**src/rtl/rtmr_pkg.sv**
```systemverilog
package rtmr_pkg;

  localparam int ADDR_W = 3;

  localparam logic [ADDR_W-1:0] A_CTRL   = 3'd0;
  localparam logic [ADDR_W-1:0] A_IEN    = 3'd1;
  localparam logic [ADDR_W-1:0] A_STATUS = 3'd2;
  localparam logic [ADDR_W-1:0] A_PSC    = 3'd3;
  localparam logic [ADDR_W-1:0] A_RELOAD = 3'd4;
  localparam logic [ADDR_W-1:0] A_COUNT  = 3'd5;

  localparam logic [2:0] MODE_UP       = 3'd0;
  localparam logic [2:0] MODE_DOWN     = 3'd1;
  localparam logic [2:0] MODE_CTR_BOT  = 3'd2;
  localparam logic [2:0] MODE_CTR_TOP  = 3'd3;
  localparam logic [2:0] MODE_CTR_BOTH = 3'd4;

  function automatic logic mode_is_center(input logic [2:0] m);
    return (m == MODE_CTR_BOT) || (m == MODE_CTR_TOP) || (m == MODE_CTR_BOTH);
  endfunction

  function automatic logic center_reports_top(input logic [2:0] m);
    return (m == MODE_CTR_TOP) || (m == MODE_CTR_BOTH);
  endfunction

  function automatic logic center_reports_bot(input logic [2:0] m);
    return (m == MODE_CTR_BOT) || (m == MODE_CTR_BOTH);
  endfunction

endpackage

```
**src/rtl/rtmr_regs.sv**
```systemverilog
module rtmr_regs
  import rtmr_pkg::*;
#(
  parameter int W = 16
) (
  input  logic              clk,
  input  logic              rst_n,
  input  logic              wr_en,
  input  logic [ADDR_W-1:0] wr_addr,
  input  logic [W-1:0]      wr_data,
  input  logic [ADDR_W-1:0] rd_addr,
  input  logic [W-1:0]      cnt,
  input  logic              upd,
  output logic              run,
  output logic [2:0]        mode,
  output logic              ien,
  output logic              flag,
  output logic [W-1:0]      psc_pre,
  output logic [W-1:0]      reload_pre,
  output logic [W-1:0]      rd_data
);

  logic [3:0] ctrl_q;
  logic       clr_req;

  assign run     = ctrl_q[0];
  assign mode    = ctrl_q[3:1];
  assign clr_req = wr_en && (wr_addr == A_STATUS) && !wr_data[0];

  always_ff @(posedge clk or negedge rst_n) begin
    if (!rst_n) begin
      ctrl_q     <= '0;
      ien        <= 1'b0;
      psc_pre    <= '0;
      reload_pre <= '0;
    end else if (wr_en) begin
      case (wr_addr)
        A_CTRL:   ctrl_q     <= wr_data[3:0];
        A_IEN:    ien        <= wr_data[0];
        A_PSC:    psc_pre    <= wr_data;
        A_RELOAD: reload_pre <= wr_data;
        default:  ;
      endcase
    end
  end

  // set has priority over a clearing write in the same cycle
  always_ff @(posedge clk or negedge rst_n) begin
    if (!rst_n)       flag <= 1'b0;
    else if (upd)     flag <= 1'b1;
    else if (clr_req) flag <= 1'b0;
  end

  always_comb begin
    rd_data = '0;
    case (rd_addr)
      A_CTRL:   rd_data[3:0] = ctrl_q;
      A_IEN:    rd_data[0]   = ien;
      A_STATUS: rd_data[0]   = flag;
      A_PSC:    rd_data      = psc_pre;
      A_RELOAD: rd_data      = reload_pre;
      A_COUNT:  rd_data      = cnt;
      default:  rd_data      = '0;
    endcase
  end

endmodule

```
**src/rtl/rtmr_presc.sv**
```systemverilog
module rtmr_presc #(
  parameter int W = 16
) (
  input  logic         clk,
  input  logic         rst_n,
  input  logic         run,
  input  logic         upd,
  input  logic [W-1:0] psc_pre,
  output logic         tick
);

  logic [W-1:0] psc_act_q;
  logic [W-1:0] div_q;

  assign tick = run && (div_q == psc_act_q);

  always_ff @(posedge clk or negedge rst_n) begin
    if (!rst_n) begin
      psc_act_q <= '0;
      div_q     <= '0;
    end else begin
      if (upd) psc_act_q <= psc_pre;
      if (upd)      div_q <= '0;
      else if (run) div_q <= tick ? '0 : div_q + W'(1);
    end
  end

endmodule

```
**src/rtl/rtmr_core.sv**
```systemverilog
module rtmr_core
  import rtmr_pkg::*;
#(
  parameter int W = 16
) (
  input  logic         clk,
  input  logic         rst_n,
  input  logic         tick,
  input  logic [2:0]   mode,
  input  logic [W-1:0] reload_pre,
  output logic [W-1:0] cnt,
  output logic [W-1:0] reload_act,
  output logic         upd
);

  logic dir_up_q;
  logic at_top, at_zero;
  logic top_turn, bot_turn;

  assign at_top  = (cnt >= reload_act);
  assign at_zero = (cnt == '0);

  always_comb begin
    top_turn = tick && dir_up_q && at_top;
    bot_turn = tick && !dir_up_q && at_zero;
    case (mode)
      MODE_DOWN: upd = tick && at_zero;
      MODE_CTR_BOT, MODE_CTR_TOP, MODE_CTR_BOTH:
        upd = (top_turn && center_reports_top(mode)) ||
              (bot_turn && center_reports_bot(mode));
      default:   upd = tick && at_top;
    endcase
  end

  always_ff @(posedge clk or negedge rst_n) begin
    if (!rst_n) begin
      cnt        <= '0;
      reload_act <= '0;
      dir_up_q   <= 1'b1;
    end else begin
      if (upd) reload_act <= reload_pre;
      if (tick) begin
        if (mode_is_center(mode)) begin
          if (dir_up_q) begin
            if (at_top) begin
              dir_up_q <= 1'b0;
              cnt      <= (reload_act == '0) ? '0 : cnt - W'(1);
            end else begin
              cnt <= cnt + W'(1);
            end
          end else begin
            if (at_zero) begin
              dir_up_q <= 1'b1;
              cnt      <= (reload_act == '0) ? '0 : W'(1);
            end else begin
              cnt <= cnt - W'(1);
            end
          end
        end else if (mode == MODE_DOWN) begin
          dir_up_q <= 1'b1;
          cnt      <= at_zero ? reload_pre : cnt - W'(1);
        end else begin
          dir_up_q <= 1'b1;
          cnt      <= at_top ? '0 : cnt + W'(1);
        end
      end
    end
  end

endmodule

```
**src/rtl/reload_timer.sv**
```systemverilog
module reload_timer
  import rtmr_pkg::*;
#(
  parameter int W = 16
) (
  input  logic              clk,
  input  logic              rst_n,
  input  logic              wr_en,
  input  logic [ADDR_W-1:0] wr_addr,
  input  logic [W-1:0]      wr_data,
  input  logic [ADDR_W-1:0] rd_addr,
  output logic [W-1:0]      rd_data,
  output logic              irq
);

  logic         run_w;
  logic [2:0]   mode_w;
  logic         ien_w;
  logic         flag_w;
  logic [W-1:0] psc_pre_w;
  logic [W-1:0] reload_pre_w;
  logic [W-1:0] reload_act_w;
  logic [W-1:0] cnt_w;
  logic         tick_w;
  logic         upd_w;

  rtmr_regs #(.W(W)) u_regs (
    .clk(clk), .rst_n(rst_n),
    .wr_en(wr_en), .wr_addr(wr_addr), .wr_data(wr_data),
    .rd_addr(rd_addr), .cnt(cnt_w), .upd(upd_w),
    .run(run_w), .mode(mode_w), .ien(ien_w), .flag(flag_w),
    .psc_pre(psc_pre_w), .reload_pre(reload_pre_w), .rd_data(rd_data)
  );

  rtmr_presc #(.W(W)) u_presc (
    .clk(clk), .rst_n(rst_n), .run(run_w), .upd(upd_w),
    .psc_pre(psc_pre_w), .tick(tick_w)
  );

  rtmr_core #(.W(W)) u_core (
    .clk(clk), .rst_n(rst_n), .tick(tick_w), .mode(mode_w),
    .reload_pre(reload_pre_w), .cnt(cnt_w), .reload_act(reload_act_w),
    .upd(upd_w)
  );

  assign irq = flag_w && ien_w;

endmodule

```
**config.mk**
```make
export PLATFORM = sky130hd
export DESIGN_NAME = reload_timer
export DESIGN_NICKNAME = d
export VERILOG_FILES = /design/src/rtl/rtmr_pkg.sv /design/src/rtl/rtmr_regs.sv /design/src/rtl/rtmr_presc.sv /design/src/rtl/rtmr_core.sv /design/src/rtl/reload_timer.sv
export SDC_FILE = /design/constraint.sdc
export NUM_CORES = 1
export LEC_CHECK = 0
export ABC_CLOCK_PERIOD_IN_PS = 7500
export BUFFER_PORTS_ARGS = -buffer_cell sky130_fd_sc_hd__buf_2
export CAP_MARGIN = 0
export CORE_MARGIN = 4
export CORE_UTILIZATION = 66
export CTS_CLUSTER_SIZE = 24
export DETAILED_ROUTE_END_ITERATION = 16
export HOLD_SLACK_MARGIN = 0.02
export PLACE_DENSITY = 0.86
export SLEW_MARGIN = 20
export SYNTH_ARGS = -nofsm -noshare
export SYNTH_HDL_FRONTEND = slang
export SYNTH_SLANG_ARGS = --single-unit
```
**constraint.sdc**
```tcl
create_clock -name clk -period 7.5 [get_ports clk]
set_input_delay 0.75 -clock clk [delete_from_list [all_inputs] [get_ports clk]]
set_output_delay 0.75 -clock clk [all_outputs]
set_load 0.1 [all_outputs]
```
Word level (Yosys, flattened, before mapping)

Index checks and enable logic that the tools add are counted.
W data, S select, Z words.

Bits in registers: 103
Latch bits: 0
Memory bits (writable): 0
Memory bits (read-only): 0
Output and inout bits: 17
Logic and storage cells: 80
Memories: 0

Add/sub/neg operators: 3
$mul: 0
Div/mod/pow operators: 0
Magnitude comparators: 1
Equal/unequal tests: 14
Shift-type cells: 0
Mux-type cells: 22
Bitwise gates (word level): 0
Reduce and logical (&&, ||, !) cells: 30

Operators with widths:

| kind                    | number |
|---|---|
| $mux W16                | 11 |
| $pmux W12 S3            | 1 |
| $add A16 B1 Y16 const B | 2 |
| $logic_not A16 Y1       | 2 |
| $eq A3 B2 Y1 const B    | 6 |
| $eq A16 B16 Y1          | 1 |
| $ge A16 B16 Y1          | 1 |
| $sub A16 B1 Y16 const B | 1 |
| $eq A3 B3 Y1 const B    | 4 |
| $logic_and A1 B1 Y1     | 12 |
| $pmux W3 S4             | 1 |
| $eq A3 B1 Y1 const B    | 3 |
| $reduce_and A2 Y1       | 4 |
| $mux W1                 | 7 |
| $logic_not A3 Y1        | 2 |
| $pmux W1 S6             | 1 |
| $logic_or A1 B1 Y1      | 5 |
| $reduce_bool A2 Y1      | 2 |
| $reduce_or A3 Y1        | 1 |
| $logic_not A1 Y1        | 2 |
| $pmux W1 S2             | 1 |

Depth between registers and ports, before layout

Gate-level depths: netlist of the first run.

Word-level depth: 8
Mapped depth: 13

Cells and area by module

Synthesis of the first run repeated with hierarchy kept, for this count alone.

Cells, all modules: 663
Area total of the unflattened synthesis: 6751.5 µm²

By module, submodules not included:

| module       | instances | cells each | area each (µm²) | sequential area each (µm²) |
|---|---|---|---|---|
| rtmr_core    | 1         | 371        | 3125.5          | 827.0 |
| rtmr_regs    | 1         | 133        | 1900.6          | 950.9 |
| rtmr_presc   | 1         | 158        | 1719.1          | 800.8 |
| reload_timer | 1         | 1          | 6.3             | 0.0 |

Least setup slack after synthesis of the first run

No wires, ideal clock.

Path kind: input port to output port
Start point: input rd_addr[0]
End point: output rd_data[10]
Arrival time: 3.891 ns
Setup slack: 2.859 ns
Cell stages on the path: 4
Path buffers: 2
Cell sequence: clkbuf_1 -> buf_1 -> mux2i_1 -> o21ai_0

Longest elaborated chain between the ends: 2
Elaborated cells on any way between the ends: 4

Ends and longest elaborated chain:

| what                                                | line               | text |
|---|---|---|
| from (decl)                                         | reload_timer.sv:11 | `input logic [ADDR_W-1:0] rd_addr,` |
| $eq A3 B3 Y1 / $eq A3 B2 Y1 (equally long branches) | rtmr_regs.sv:56    | `case (rd_addr)` |
| $pmux W12 S3 *                                      | rtmr_regs.sv:56    |  |
| to (decl)                                           | reload_timer.sv:12 | `output logic [W-1:0] rd_data,` |

Mark *: on every way between the ends. The rest lies on a longest branch, timed or not.

Worst setup path in the final report of the first run

Start point: input rd_addr[0]
End point: output rd_data[14]

The elaborated chain is that of the path after synthesis.

==> summary.md, run 1 <==
| Metric | Value |
|---|---|
| Status | `finished clean` |
| Clock share of power | `0.132` |
| Relative slew margins | `0.177` |
| Net Switching | `1.37 mW` |
| Cell Area, Synth | `6560 sq um` |
| RSZ-0062 raised after global routing | `no` |
| Post-CTS Resized | `0` |
| Worst vdd rail ir drop | `231 uV` |
| Die ar. | `11600 sq um` |
| Max-slew violation total from the final report | `0` |
| Switching Share | `0.506` |
| Worst R2R Path Depth | `9` |
| Util after Layout | `0.718` |
| Syn. warnings | `0` |
| Clock buffer depth | `2` |
| Worst-path maximum fanout | `20` |
| Wire length of the first global-routing pass | `29.9 mm` |
| Sequential share of power | `0.384` |
| Endpoints failing hold | `0` |
| #FFs+latches synth | `103` |
| Layout Nets | `802` |
| CP max-delay cell | `nor2b_1` |
| Wire length per cell | `20.7 microns` |
| Gr usage total | `0.334` |
| Min-Delay Path Class | `in -> async` |
| Port bufs | `41` |
| Post-synthesis cell type count | `64` |
| P_leak | `3.00 nW` |
| Global placement routability congestion | `0.953` |
| Final Cycle Share | `0.526` |
| Overall power | `2.71 mW` |
| Starting Density | `0.674` |
| CP startpoint | `rd_addr[0]` |
| DR vias/cell | `6.77` |
| Core footprint | `9730 sq um` |
| DPL Wire Length | `13.2 mm` |
| Hold_buf cts | `0` |
| Ys async rst share | `1.00` |
| Ys flop type | `dfrtp_1` |
| Syn Inst Count | `746` |
| Fin area | `6980 sq um` |
| Clock root cell | `clkbuf_8` |
| Critical path startpoint category | `input port` |
| Setup-failing EPs final | `0` |
| Post-route DRC violation count | `0` |
| Placed Area | `6780 sq um` |
| Worst reg2reg path endpoint | `u_presc.psc_act_q[4]` |
| Max-cap violations | `0` |
| Crit path DAT | `3.19 ns` |
| Worst setup EP type | `output port` |
| Setup Crit Path Kind | `in -> out` |
| Clock slew at reported path FFs | `0.10 ns` |
| Minimum clock period | `3.94 ns` |
| Clock skew | `0.0107 ns` |
| Worst-case hold slack | `0.285 ns` |
| Post-route setup TNS | `0 ns` |
| Power Density | `389 nW/um^2` |
| I/O pins | `42` |
| Cells along the critical path | `buf_2 > and2_1 > nor2b_1 > nand2_1 > o21ai_0 > buf_2` |
| Non-filler cells, final | `895` |
| CP dominant cell by count | `buf_2` |
| Total CTS buffers | `9` |
| CP peak stage delay | `0.90 ns` |
| Routed via count | `6058` |
| Core Rows | `36` |
| H-tree lvl count | `3` |
| Worst Path Required | `6.75 ns` |
| # placed instances | `879` |
| Cell-internal power | `1.34 mW` |
| Combinational share of power | `0.484` |
| Slew @ Worst Pin | `1.22 ns` |
| Chip width | `108 microns` |
| Initial DRT Pass Iterations | `8` |
| Largest net degree at the start of global routing | `73` |
| Worst r2r src | `u_core.cnt[13]` |
| Setup ws final | `3.56 ns` |
| Post-DRT Antenna Nets | `0` |
| Clk Latency, worst-skew pair | `0.39 ns` |
| Vias in the first global route | `5800` |
| Initial antenna violation count | `0` |
| Ant diodes | `0` |
| Initial DRC count | `747` |
| Post-synthesis sequential area ratio | `0.393` |
| Number of flops mapped to enable cells by yosys | `0` |
| Max Freq | `254 MHz` |
| Share of post-route cells with drive strength above 1 | `0.160` |
| Post-CTS setup buffer count | `0` |
| Post-Route WL | `18.5 mm` |
| Syn nets | `791` |
| Reg-to-reg slack, setup | `3.60 ns` |
| Area Overhead vs Synth | `6.49%` |
| Avg Cell Area, Syn | `8.79 sq um` |
| Chip height | `108 microns` |
| Clk sink count | `103` |
| CTS tree | `done` |
| Dpl ws | `3.66 ns` |
| Total grt overflow | `0` |
-- cell families (layout without fill, tap and decap cells) --
logic type | after synthesis | count (layout) | share of synthesized area
compound gates | 161 | 161 | 0.157
fa+ha+maj | 20 | 20 | 0.0382
xor+xnor | 38 | 38 | 0.0508
flops | 103 | 103 | 0.393
buf+inv | 77 | 93 | 0.0511
mux | 64 | 64 | 0.105
simple gates | 283 | 283 | 0.204
-- Yosys cell counts, types with 6 or more instances --
library cell | number | area (sq um)
nor2b_1 | 6 | 37.5
nand2_1 | 129 | 484
o21ai_0 | 66 | 330
and3_1 | 10 | 62.6
ha_1 | 20 | 250
mux2_2 | 40 | 450
nor2_1 | 41 | 154
nand4_1 | 9 | 56.3
mux2i_1 | 24 | 240
nand3_1 | 29 | 145
dfrtp_1 | 102 | 2550
xnor2_1 | 21 | 184
xor2_1 | 17 | 149
inv_1 | 29 | 109
o22ai_1 | 11 | 68.8
a211oi_1 | 7 | 52.6
nor3_1 | 15 | 75.1
buf_2 | 7 | 35.0
o221ai_1 | 6 | 52.6
a21oi_1 | 19 | 95.1
or3_1 | 6 | 37.5
o31ai_1 | 6 | 45.0
a31oi_1 | 8 | 50.1
clkbuf_1 | 30 | 113
nor4_1 | 10 | 62.6
-- layer usage --
metal  share of wire  track usage  vias up
met2            0.45        0.513      379
met1            0.41        0.456     2929
met4           0.041        0.142        0
li1                -            -     2679
met3           0.097       0.0756       71
met5               0            0        -
-- cell type report --
class                   instances  area, sq um
well taps                     133          166
clock inverters                 6         61.3
flip-flops and latches        103         2580
clock buffers                  10          138
fillers                       719         2750
multi-input cells             566         3670
inverters                      29          109
repair buffers                 48          260
-- worst max path at each step --
stage                        endpoint
after global routing       rd_data[7]
final                     rd_data[14]
after CTS                  rd_data[7]
after detailed placement  rd_data[15]
after global placement     rd_data[6]
after floorplan           rd_data[10]
-- worst max-delay path, delay by kind of cell --
| kind | cells | cell delay, ns |
|---|---|---|
| buffers and inverters | 2 | 0.94 |
| AND/OR/NAND/NOR | 3 | 1.37 |
| AO/OA/AOI/OAI | 1 | 0.13 |
-- placed cells by master, fill, tap and decap left out, types with 4 or more instances in the layout --
cell type and instances:
nor4_1 9, nor3b_1 4, mux2_2 40, inv_1 29, o221ai_1 6, a22oi_1 4, nand2_1 129, xor2_1 17
buf_4 8, o22ai_1 11, nand3_1 29, nor2_1 41, mux2i_1 24, a31oi_1 8, clkbuf_8 10, nor2b_1 6
ha_1 20, or3_1 6, a211oi_1 7, o21ai_0 66, a21oi_1 19, o31ai_1 6, xnor2_1 21, nor4_2 4
nor3_1 14, dfrtp_1 102, nand2b_1 5, nand4_1 9, and3_1 10, a2111oi_0 4, buf_2 40
-- power by group through the flow --
stage / registers, mW / logic, mW / clock network [mW]
after floorplan: 0.859 / 1.08 / 0
after CTS: 1.02 / 1.27 / 0.360
final: 1.04 / 1.31 / 0.357
after detailed placement: 1.03 / 1.27 / 0
after global routing: 1.06 / 1.43 / 0.383
after global placement: 1.02 / 1.21 / 0
-- registers in the layout, indices dropped and copies added (netlist names) --
register / count
u_core.cnt: 16
u_core.dir_up_q: 1
u_core.reload_act: 16
u_presc.div_q: 16
u_presc.psc_act_q: 16
u_regs.ctrl_q: 4
u_regs.flag: 1
u_regs.ien: 1
u_regs.psc_pre: 16
u_regs.reload_pre: 16
(Power assumes the default switching activity.)
==> run 2, diff against run 1 <==
--- a/config.mk
+++ b/config.mk
@@ -5,15 +5,15 @@
 export SDC_FILE = /design/constraint.sdc
 export NUM_CORES = 1
 export LEC_CHECK = 0
-export ABC_CLOCK_PERIOD_IN_PS = 7500
+export ABC_CLOCK_PERIOD_IN_PS = 4000
 export BUFFER_PORTS_ARGS = -buffer_cell sky130_fd_sc_hd__buf_2
 export CAP_MARGIN = 0
 export CORE_MARGIN = 4
-export CORE_UTILIZATION = 66
+export CORE_UTILIZATION = 62
 export CTS_CLUSTER_SIZE = 24
 export DETAILED_ROUTE_END_ITERATION = 16
 export HOLD_SLACK_MARGIN = 0.02
-export PLACE_DENSITY = 0.86
+export PLACE_DENSITY = 0.81
 export SLEW_MARGIN = 20
 export SYNTH_ARGS = -nofsm -noshare
 export SYNTH_HDL_FRONTEND = slang
==> constraint.sdc (replaced) <==
create_clock -name clk -period 4 [get_ports clk]
set_input_delay 0.4 -clock clk [delete_from_list [all_inputs] [get_ports clk]]
set_output_delay 0.4 -clock clk [all_outputs]
set_load 0.1 [all_outputs]
==> run 2 against run 1 <==
  * Combinational power grew 98%
  * Clock-buffer cell count down 1
  * Clock power up 86%
  * Die area rose by 6.0%
  * Critical endpoint is now u_presc.psc_act_q[3]
  * Critical path type is now reg -> reg
  * Non-clock buffer count is 10 higher
==> summary.md, run 2 (synthesis results as in run 1) <==
| Metric | Value |
|---|---|
| DPL Wire Length | `13.5 mm` |
| Vias in the first global route | `5767` |
| Most frequent cells in the layout | `nand2_1, dfrtp_1, o21ai_0` |
| Wire length per cell | `20.5 microns` |
| CTS tree | `done` |
| Chip width | `111 microns` |
| Total grt overflow | `0` |
| Clock slew at reported path FFs | `0.12 ns` |
| Placed Area | `6850 sq um` |
| Power Density | `726 nW/um^2` |
| H-tree lvl count | `3` |
| Final Cycle Share | `0.829` |
| Area of the multi-input gates | `3670 sq um` |
| Cells along the critical path | `ha_1 > nand4_1 > or3_1 > a2111o_1 > nand3_2 > a31oi_1 > or3_1 > nand2_1 > nand2_1` |
| Max-slew violation total from the final report | `0` |
| Commonest non-fill, non-tap cell in the layout | `nand2_1` |
| Post-DRT Antenna Nets | `0` |
| Global placement routability congestion | `0.926` |
| Chip height | `111 microns` |
| Clk Latency, worst-skew pair | `0.38 ns` |
| Minimum clock period | `3.32 ns` |
| P_leak | `3.05 nW` |
| Wire length of the first global-routing pass | `29.9 mm` |
| Filler Cells Inserted | `810` |
| Setup-failing EPs final | `0` |
| Largest net degree at the start of global routing | `69` |
| Max-cap violations | `0` |
| Worst vdd rail ir drop | `446 uV` |
| Area Overhead vs Synth | `7.88%` |
| Post-CTS Resized | `0` |
| Initial DRT Pass Iterations | `7` |
| Port bufs | `41` |
| Post-route setup TNS | `0 ns` |
| Worst Path Required | `4.28 ns` |
| Initial DRC count | `646` |
| Worst-case hold slack | `0.0612 ns` |
| Starting Density | `0.635` |
| Clock root cell | `clkbuf_8` |
| Status | `finished clean` |
| Core footprint | `10300 sq um` |
| I/O pins | `42` |
| Clock buffer depth | `2` |
| Total CTS buffers | `9` |
| Max Freq | `302 MHz` |
| Routed via count | `5957` |
| Worst setup EP type | `flop` |
| Share of post-route cells with drive strength above 1 | `0.172` |
| Die ar. | `12300 sq um` |
| Clock skew | `0.0162 ns` |
| DR vias/cell | `6.56` |
| Gr usage total | `0.304` |
| Min-Delay Path Class | `in -> async` |
| Setup Crit Path Kind | `reg -> reg` |
| Layout Nets | `812` |
| Fin area | `7070 sq um` |
| Slew @ Worst Pin | `0.850 ns` |
| Ant diodes | `0` |
| Core Rows | `37` |
| Clk sink count | `103` |
| CP peak stage delay | `0.65 ns` |
| RSZ-0062 raised after global routing | `no` |
| Initial antenna violation count | `0` |
| CP delay by family, top | `simple AND/OR/NAND/NOR gates` |
| Overall power | `5.14 mW` |
| Endpoints failing hold | `0` |
| Crit path DAT | `3.60 ns` |
| Post-route DRC violation count | `0` |
| Relative slew margins | `0.433` |
| Buf/Inv on CP | `0` |
| Hold_buf cts | `0` |
| Reg area | `2580 sq um` |
| Post-CTS setup buffer count | `0` |
| CP max-delay cell | `or3_1` |
| Worst-path maximum fanout | `18` |
| Critical path startpoint category | `flop` |
| Post-Route WL | `18.6 mm` |
-- run 2: cell count changes in the layout (fill, tap and decap cells not counted), sizes merged --
cell | before | now
buf | 48 | 58
clkinv | 2 | 3
clkbuf | 10 | 9
-- run 2: worst paths after layout --
check	start	endpoint	depth (start not counted)	slack, ns
setup / recovery	u_core.cnt[15]	u_presc.psc_act_q[3]	9	0.68
hold / removal	rst_n	u_core.cnt[11]	2	0.06
setup reg to reg	u_core.cnt[15]	u_presc.psc_act_q[3]	9	0.68
hold reg to reg	u_regs.psc_pre[10]	u_presc.psc_act_q[10]	2	0.50
max in group asynchronous	rst_n	u_regs.ien	2	3.22
min in group clk	wr_data[6]	u_regs.reload_pre[6]	2	0.25
-- run 2: layout make-up --
cell class,instances,area share
Clock inverter,7,0.0104
Inverter,29,0.0154
Tap cell,136,0.0241
Timing Repair Buffer,58,0.0485
Sequential cell,103,0.365
Clock buffer,9,0.0175
Multi-Input combinational cell,566,0.520
-- run 2: report_power, final --
part / internal (mW) / switching, mW
registers: 1.38 / 0.489
clock network: 0.245 / 0.419
logic: 0.932 / 1.67
total: 2.56 / 2.58
-- run 2: per-layer routing --
metal	vias up	wire length [microns]	GRT usage
met1	2840	7720	0.426
met2	356	8400	0.455
li1	2702	-	-
met3	59	1940	0.0802
met4	0	590	0.110
met5	-	0	0
-- run 2: stage by stage --
step | cells | worst slack (ns) | utilization
floorplan | 746 | 0.0585 | -
global placement | 891 | 0.848 | 0.664
detailed placement | 891 | 0.774 | 0.664
CTS | 907 | 0.716 | 0.683
global route | 908 | 0.469 | 0.685
finish | 908 | 0.683 | 0.685
